### config.mk
export PLATFORM = sky130hd
export DESIGN_NAME = ptw_walker
export DESIGN_NICKNAME = d
export VERILOG_FILES = /design/src/rtl/ptw_pkg.sv /design/src/rtl/ptw_addr_gen.sv /design/src/rtl/ptw_desc_decode.sv /design/src/rtl/ptw_result_reg.sv /design/src/rtl/ptw_walker.sv
export SDC_FILE = /design/constraint.sdc
export NUM_CORES = 1
export LEC_CHECK = 0
export CAP_MARGIN = 20
export CORE_MARGIN = 2
export CORE_UTILIZATION = 45
export CTS_CLUSTER_DIAMETER = 40
export DETAILED_ROUTE_END_ITERATION = 10
export PLACE_DENSITY = 0.8
export SLEW_MARGIN = 20
export SYNTH_ARGS = -nofsm -noshare
export SYNTH_HDL_FRONTEND = slang
export SYNTH_SLANG_ARGS = --single-unit
### constraint.sdc
create_clock -name clk_i -period 2.4 [get_ports clk_i]
set_clock_uncertainty 0.2 [all_clocks]
set_input_delay 0.48 -clock clk_i [delete_from_list [all_inputs] [get_ports clk_i]]
set_output_delay 0.48 -clock clk_i [all_outputs]
set_load 0.005 [all_outputs]
### src/rtl/ptw_pkg.sv
package ptw_pkg;
  localparam int VA_W        = 32;
  localparam int L1_IDX_W    = 12;
  localparam int L2_IDX_W    = 8;
  localparam int OFF_W       = 12;
  localparam int L1_ALIGN    = L1_IDX_W + 2;
  localparam int L2_ALIGN    = L2_IDX_W + 2;
  localparam int SECT_OFF_W  = VA_W - L1_IDX_W;
  localparam int SUPER_OFF_W = 24;
  localparam int LARGE_OFF_W = 16;
  localparam int SUPER_BIT   = 18;
  localparam int L1_RO_BIT   = 15;
  localparam int L1_XN_BIT   = 4;
  localparam int L2_RO_BIT   = 9;
  localparam int SMALL_XN_BIT = 0;
  localparam int LARGE_XN_BIT = 15;

  typedef enum logic [2:0] {
    ST_IDLE, ST_L1_REQ, ST_L1_WAIT, ST_L2_REQ, ST_L2_WAIT
  } walk_state_e;

  typedef enum logic [2:0] {
    K_FAULT, K_TABLE, K_SECTION, K_SUPER, K_SMALL, K_LARGE
  } desc_kind_e;

  typedef struct packed {
    logic [VA_W-1:0] pa;
    logic            fault;
    logic            write_ok;
    logic            xn;
  } walk_res_t;

  function automatic logic [VA_W-1:0] join_addr(logic [VA_W-1:0] d,
                                                logic [VA_W-1:0] va,
                                                int unsigned     low_w);
    logic [VA_W-1:0] hi;
    hi = {VA_W{1'b1}} << low_w;
    return (d & hi) | (va & ~hi);
  endfunction
endpackage

### src/rtl/ptw_addr_gen.sv
module ptw_addr_gen
  import ptw_pkg::*;
#(
  parameter int AW = VA_W
) (
  input  logic          lvl2_i,
  input  logic [AW-1:0] va_i,
  input  logic [AW-1:0] l1_base_i,
  input  logic [AW-1:0] l2_base_i,
  output logic [AW-1:0] addr_o
);
  localparam logic [AW-1:0] L1_MASK = {AW{1'b1}} << L1_ALIGN;
  localparam logic [AW-1:0] L2_MASK = {AW{1'b1}} << L2_ALIGN;
  localparam logic [AW-1:0] L1_IDX_M = (AW'(1) << L1_IDX_W) - AW'(1);
  localparam logic [AW-1:0] L2_IDX_M = (AW'(1) << L2_IDX_W) - AW'(1);

  logic [AW-1:0] l1_idx, l2_idx;

  always_comb begin
    l1_idx = (va_i >> (AW - L1_IDX_W)) & L1_IDX_M;
    l2_idx = (va_i >> OFF_W) & L2_IDX_M;
    if (lvl2_i) addr_o = (l2_base_i & L2_MASK) | (l2_idx << 2);
    else        addr_o = (l1_base_i & L1_MASK) | (l1_idx << 2);
  end
endmodule

### src/rtl/ptw_desc_decode.sv
module ptw_desc_decode
  import ptw_pkg::*;
#(
  parameter int AW = VA_W
) (
  input  logic          lvl2_i,
  input  logic [AW-1:0] desc_i,
  input  logic [AW-1:0] va_i,
  output desc_kind_e    kind_o,
  output walk_res_t     res_o,
  output logic [AW-1:0] next_base_o
);
  localparam logic [AW-1:0] TBL_MASK = {AW{1'b1}} << L2_ALIGN;

  logic valid;

  always_comb begin
    valid = desc_i[1:0] != 2'b00;
    if (!valid)             kind_o = K_FAULT;
    else if (lvl2_i)        kind_o = desc_i[1] ? K_SMALL : K_LARGE;
    else if (desc_i[0])     kind_o = K_TABLE;
    else if (desc_i[SUPER_BIT]) kind_o = K_SUPER;
    else                    kind_o = K_SECTION;
  end

  always_comb begin
    res_o = '0;
    unique case (kind_o)
      K_FAULT:   res_o.fault = 1'b1;
      K_SECTION: begin
        res_o.pa       = join_addr(desc_i, va_i, SECT_OFF_W);
        res_o.write_ok = ~desc_i[L1_RO_BIT];
        res_o.xn       = desc_i[L1_XN_BIT];
      end
      K_SUPER: begin
        res_o.pa       = join_addr(desc_i, va_i, SUPER_OFF_W);
        res_o.write_ok = ~desc_i[L1_RO_BIT];
        res_o.xn       = desc_i[L1_XN_BIT];
      end
      K_SMALL: begin
        res_o.pa       = join_addr(desc_i, va_i, OFF_W);
        res_o.write_ok = ~desc_i[L2_RO_BIT];
        res_o.xn       = desc_i[SMALL_XN_BIT];
      end
      K_LARGE: begin
        res_o.pa       = join_addr(desc_i, va_i, LARGE_OFF_W);
        res_o.write_ok = ~desc_i[L2_RO_BIT];
        res_o.xn       = desc_i[LARGE_XN_BIT];
      end
      default: res_o = '0;
    endcase
  end

  assign next_base_o = desc_i & TBL_MASK;
endmodule

### src/rtl/ptw_result_reg.sv
module ptw_result_reg
  import ptw_pkg::*;
(
  input  logic      clk_i,
  input  logic      rst_ni,
  input  logic      load_i,
  input  walk_res_t res_i,
  output walk_res_t res_o,
  output logic      done_o
);
  always_ff @(posedge clk_i or negedge rst_ni) begin
    if (!rst_ni) begin
      res_o  <= '0;
      done_o <= 1'b0;
    end else begin
      done_o <= load_i;
      if (load_i) res_o <= res_i;
    end
  end
endmodule

### src/rtl/ptw_walker.sv
module ptw_walker
  import ptw_pkg::*;
#(
  parameter int AW = VA_W
) (
  input  logic          clk_i,
  input  logic          rst_ni,
  input  logic          req_valid_i,
  output logic          req_ready_o,
  input  logic [AW-1:0] req_va_i,
  input  logic [AW-1:0] l1_base_i,
  output logic          mem_req_valid_o,
  input  logic          mem_req_ready_i,
  output logic [AW-1:0] mem_req_addr_o,
  input  logic          mem_rsp_valid_i,
  input  logic [AW-1:0] mem_rsp_data_i,
  output logic          done_o,
  output logic [AW-1:0] pa_o,
  output logic          fault_o,
  output logic          write_ok_o,
  output logic          xn_o
);
  walk_state_e   state_q, state_d;
  logic [AW-1:0] va_q, base_q, l2_base_q;
  logic          lvl2, rsp_take, finish, accept;
  desc_kind_e    kind;
  walk_res_t     dec_res, res_q;
  logic [AW-1:0] next_base;

  assign lvl2        = (state_q == ST_L2_REQ) || (state_q == ST_L2_WAIT);
  assign req_ready_o = (state_q == ST_IDLE);
  assign accept      = req_valid_i && req_ready_o;
  assign mem_req_valid_o = (state_q == ST_L1_REQ) || (state_q == ST_L2_REQ);
  // responses only count while a fetch is outstanding
  assign rsp_take = mem_rsp_valid_i &&
                    ((state_q == ST_L1_WAIT) || (state_q == ST_L2_WAIT));
  assign finish   = rsp_take && (kind != K_TABLE);

  ptw_addr_gen #(.AW(AW)) i_addr_gen (
    .lvl2_i    (lvl2),
    .va_i      (va_q),
    .l1_base_i (base_q),
    .l2_base_i (l2_base_q),
    .addr_o    (mem_req_addr_o)
  );

  ptw_desc_decode #(.AW(AW)) i_decode (
    .lvl2_i      (lvl2),
    .desc_i      (mem_rsp_data_i),
    .va_i        (va_q),
    .kind_o      (kind),
    .res_o       (dec_res),
    .next_base_o (next_base)
  );

  ptw_result_reg i_result (
    .clk_i  (clk_i),
    .rst_ni (rst_ni),
    .load_i (finish),
    .res_i  (dec_res),
    .res_o  (res_q),
    .done_o (done_o)
  );

  always_comb begin
    state_d = state_q;
    unique case (state_q)
      ST_IDLE:    if (accept) state_d = ST_L1_REQ;
      ST_L1_REQ:  if (mem_req_ready_i) state_d = ST_L1_WAIT;
      ST_L1_WAIT: if (rsp_take) state_d = finish ? ST_IDLE : ST_L2_REQ;
      ST_L2_REQ:  if (mem_req_ready_i) state_d = ST_L2_WAIT;
      ST_L2_WAIT: if (rsp_take) state_d = ST_IDLE;
      default:    state_d = ST_IDLE;
    endcase
  end

  always_ff @(posedge clk_i or negedge rst_ni) begin
    if (!rst_ni) begin
      state_q   <= ST_IDLE;
      va_q      <= '0;
      base_q    <= '0;
      l2_base_q <= '0;
    end else begin
      state_q <= state_d;
      if (accept) begin
        va_q   <= req_va_i;
        base_q <= l1_base_i;
      end
      if (rsp_take && kind == K_TABLE) l2_base_q <= next_base;
    end
  end

  assign pa_o       = res_q.pa;
  assign fault_o    = res_q.fault;
  assign write_ok_o = res_q.write_ok;
  assign xn_o       = res_q.xn;
endmodule

==> flow_summary.json <==
{
  "swShare_pct": 31.5,
  "final.min_clock_period_ns": 2.72,
  "grt_setup_unrepaired": "yes",
  "internal_power_mw": 5.49,
  "fin_area_mm2": 0.00685,
  "cp_common_cell": "buf_6",
  "path_max_fanout": 5,
  "syn-cell-area_mm2": 0.00486,
  "grt.overflow.total": 0,
  "synth-seq-area-share_pct": 57.1,
  "worst_path_max_delay_cell": "or3b_4",
  "final_common_cell": "clkdlybuf4s50_1",
  "core_area_mm2": 0.0104,
  "fin_crit_sh_pct": 113,
  "hold_viol": 0,
  "synth_area_leaders": "dfrtp_1, mux2_2, a22o_1, buf_2, a21boi_0",
  "yosysTopAreaCell": "dfrtp_1",
  "place.detailed.hpwl_mm": 9.02,
  "final_cell_mix": "clkdlybuf4s50_1, dfrtp_1, mux2_2",
  "holdWs_ns": 0.297,
  "nets": 621,
  "placed_area_mm2": 0.00664,
  "vias_per_cell": 5.51,
  "max_freq_ghz": 0.368,
  "tns_ns": -7.18,
  "crit-reg2reg-launch": "state_q[1]",
  "antenna_found_initial": 0,
  "worstPathCellList": "or3b_4, and2_4, buf_12, buf_6, mux2_4, buf_6",
  "cts_root_buf": "clkbuf_8",
  "grtUsageTotal_pct": 22.1,
  "drc": 0,
  "violations": "setup timing",
  "hold_class": "flip-flop to flip-flop",
  "drtPass1Iterations": 5,
  "ant_nets": 0,
  "cts.path.max_buffers": 2,
  "min_from": "base_q[19]",
  "placementRows": 37,
  "drv_cap": 0,
  "grt_max_degree": 41,
  "leakage_nw": 2.98,
  "h-tree-depth": 3,
  "arrival_ns": 2.04,
  "required_ns": 1.72,
  "path_class": "flip-flop to output pin",
  "post_synth.cell_area_avg_um2": 13.7,
  "cts_tree": "yes",
  "drv_slew": 0,
  "grt_pass1_wl_mm": 19.7,
  "synth_top_area_share_pct": 57.1,
  "initialDrtViolationCount": 175,
  "synth-seq-cells": 111,
  "endpoint_kind": "output pin",
  "syn_inst": 355,
  "path_clk_slew_ns": 0.10,
  "fin_ws_ns": -0.319,
  "status": "complete, but fails checks",
  "seq_power_share_pct": 40.0,
  "clk_latency_ns": 0.37,
  "die-area_mm2": 0.0117,
  "start_kind": "flip-flop",
  "combPwrFrac_pct": 47.1,
  "clkPwrFrac_pct": 12.9,
  "io_pins": 171,
  "wl_per_cell_um": 19.0,
  "max_stage_delay_ns": 0.41,
  "fin_util_pct": 65.8,
  "drive_gt1_share_pct": 34.7,
  "power_density_mw_per_mm2": 1170,
  "cts_sinks": 111,
  "first_global_vias": 3749,
  "start_util_pct": 46.7,
  "num_vias": 3640,
  "synth_edf_count": 0,
  "crit_start": "state_q[1]",
  "numCtsBuffers": 9,
  "fp.dieH_um": 108,
  "async_flop_share_pct": 100,
  "ys.flop_type": "dfrtp_1",
  "routed_wl_mm": 12.5,
  "num_antenna_cells": 0,
  "port-buffer-count": 148,
  "gp_congestion": 0.879,
  "area_delta_synth_final_pct": 40.9,
  "setup_viol": 30,
  "ys_warn_count": 0,
  "yosys.cell_types.count": 44,
  "p_switching_mw": 2.53,
  "place_ws_ns": -0.186,
  "ir_drop_mv": 0.679,
  "die_w_um": 108
}
## worst max-delay path: cells and delay by family (launching register included)
kind          cells  cell delay (ns)
flops             1             0.40
buf+inv           3             0.37
simple gates      2             0.59
mux               1             0.30
## path summary, 6_finish.rpt
check	end	slack, ns	cells after the start
worst max-delay path	mem_req_addr_o[4]	-0.32	6
worst min-delay path	base_q[19]	0.30	1
worst max register to register	i_result.res_o[19]	0.16	7
worst min register to register	base_q[19]	0.30	1
max in group asynchronous	i_result.res_o[23]	1.03	3
min in group asynchronous	va_q[21]	0.40	2
## state kept, by name (all words and copies together), names as in the netlist
name / cells
state_q: 3
base_q: 18
l2_base_q: 22
i_result.res_o: 35
i_result.done_o: 1
va_q: 32
## cell type report
cell class	instances	area (µm²)
clock buffer	10	128
clock inverter	6	45.0
fill	793	3560
inverter	8	30.0
multi-input combinational	211	1970
sequential	111	2780
tap	136	170
timing repair buffer	179	1730
## kinds of logic after synthesis
kind of cell	synth area share, %
AOI/OAI and AO/OA	11.6
other	0.0771
xor gates and xnor gates	0.180
DFF	57.1
buffers and inverters	3.35
and+or+nand+nor	3.81
muxes	23.9
## synth_stat cells (2+ instances only)
library cell	n
dfrtp_1	111
mux2_2	99
a22o_1	21
buf_2	16
o21ai_0	10
a21boi_0	8
a31oi_1	8
clkbuf_1	7
inv_1	7
nand2_1	7
a21oi_1	5
a22oi_1	5
a222oi_1	4
mux2_1	4
nor2b_1	4
o211ai_1	4
a221oi_1	2
and3_1	2
buf_4	2
nand3_1	2
nand4bb_1	2
nor2_1	2
nor3_1	2
## metrics by stage
step / total power [mW] / instances
2_1_floorplan: 5.02 / 356
3_5_place_dp: 7.04 / 636
4_1_cts: 8.08 / 661
3_3_place_gp: 6.89 / 636
5_1_grt: 8.49 / 661
6_report: 8.01 / 661
## routing by layer
metal | vias up | part of all wire, % | GRT usage (%)
met5 | - | 0 | 0
met4 | 0 | 2.8 | 10.2
met3 | 30 | 5.4 | 3.74
met2 | 131 | 51 | 35.7
met1 | 1843 | 41 | 29.3
li1 | 1636 | - | -
## power groups by stage
stage,registers [mW],clock network (mW),logic [mW]
2_1_floorplan,3.10,0,1.93
3_3_place_gp,3.18,0,3.72
3_5_place_dp,3.23,0,3.81
4_1_cts,3.20,1.07,3.81
5_1_grt,3.31,1.13,4.05
6_report,3.20,1.04,3.78
## what timing repair did
item                                    CTS  global route
endpoints found under the setup margin   32            40
resized for setup                       137             7
gates cloned                              1             0
hold buffers                              1             0
endpoints found under the hold margin    34             0
setup buffers                             7             3
pin swaps                                 2             2
Power figures use the tool's default switching activity.
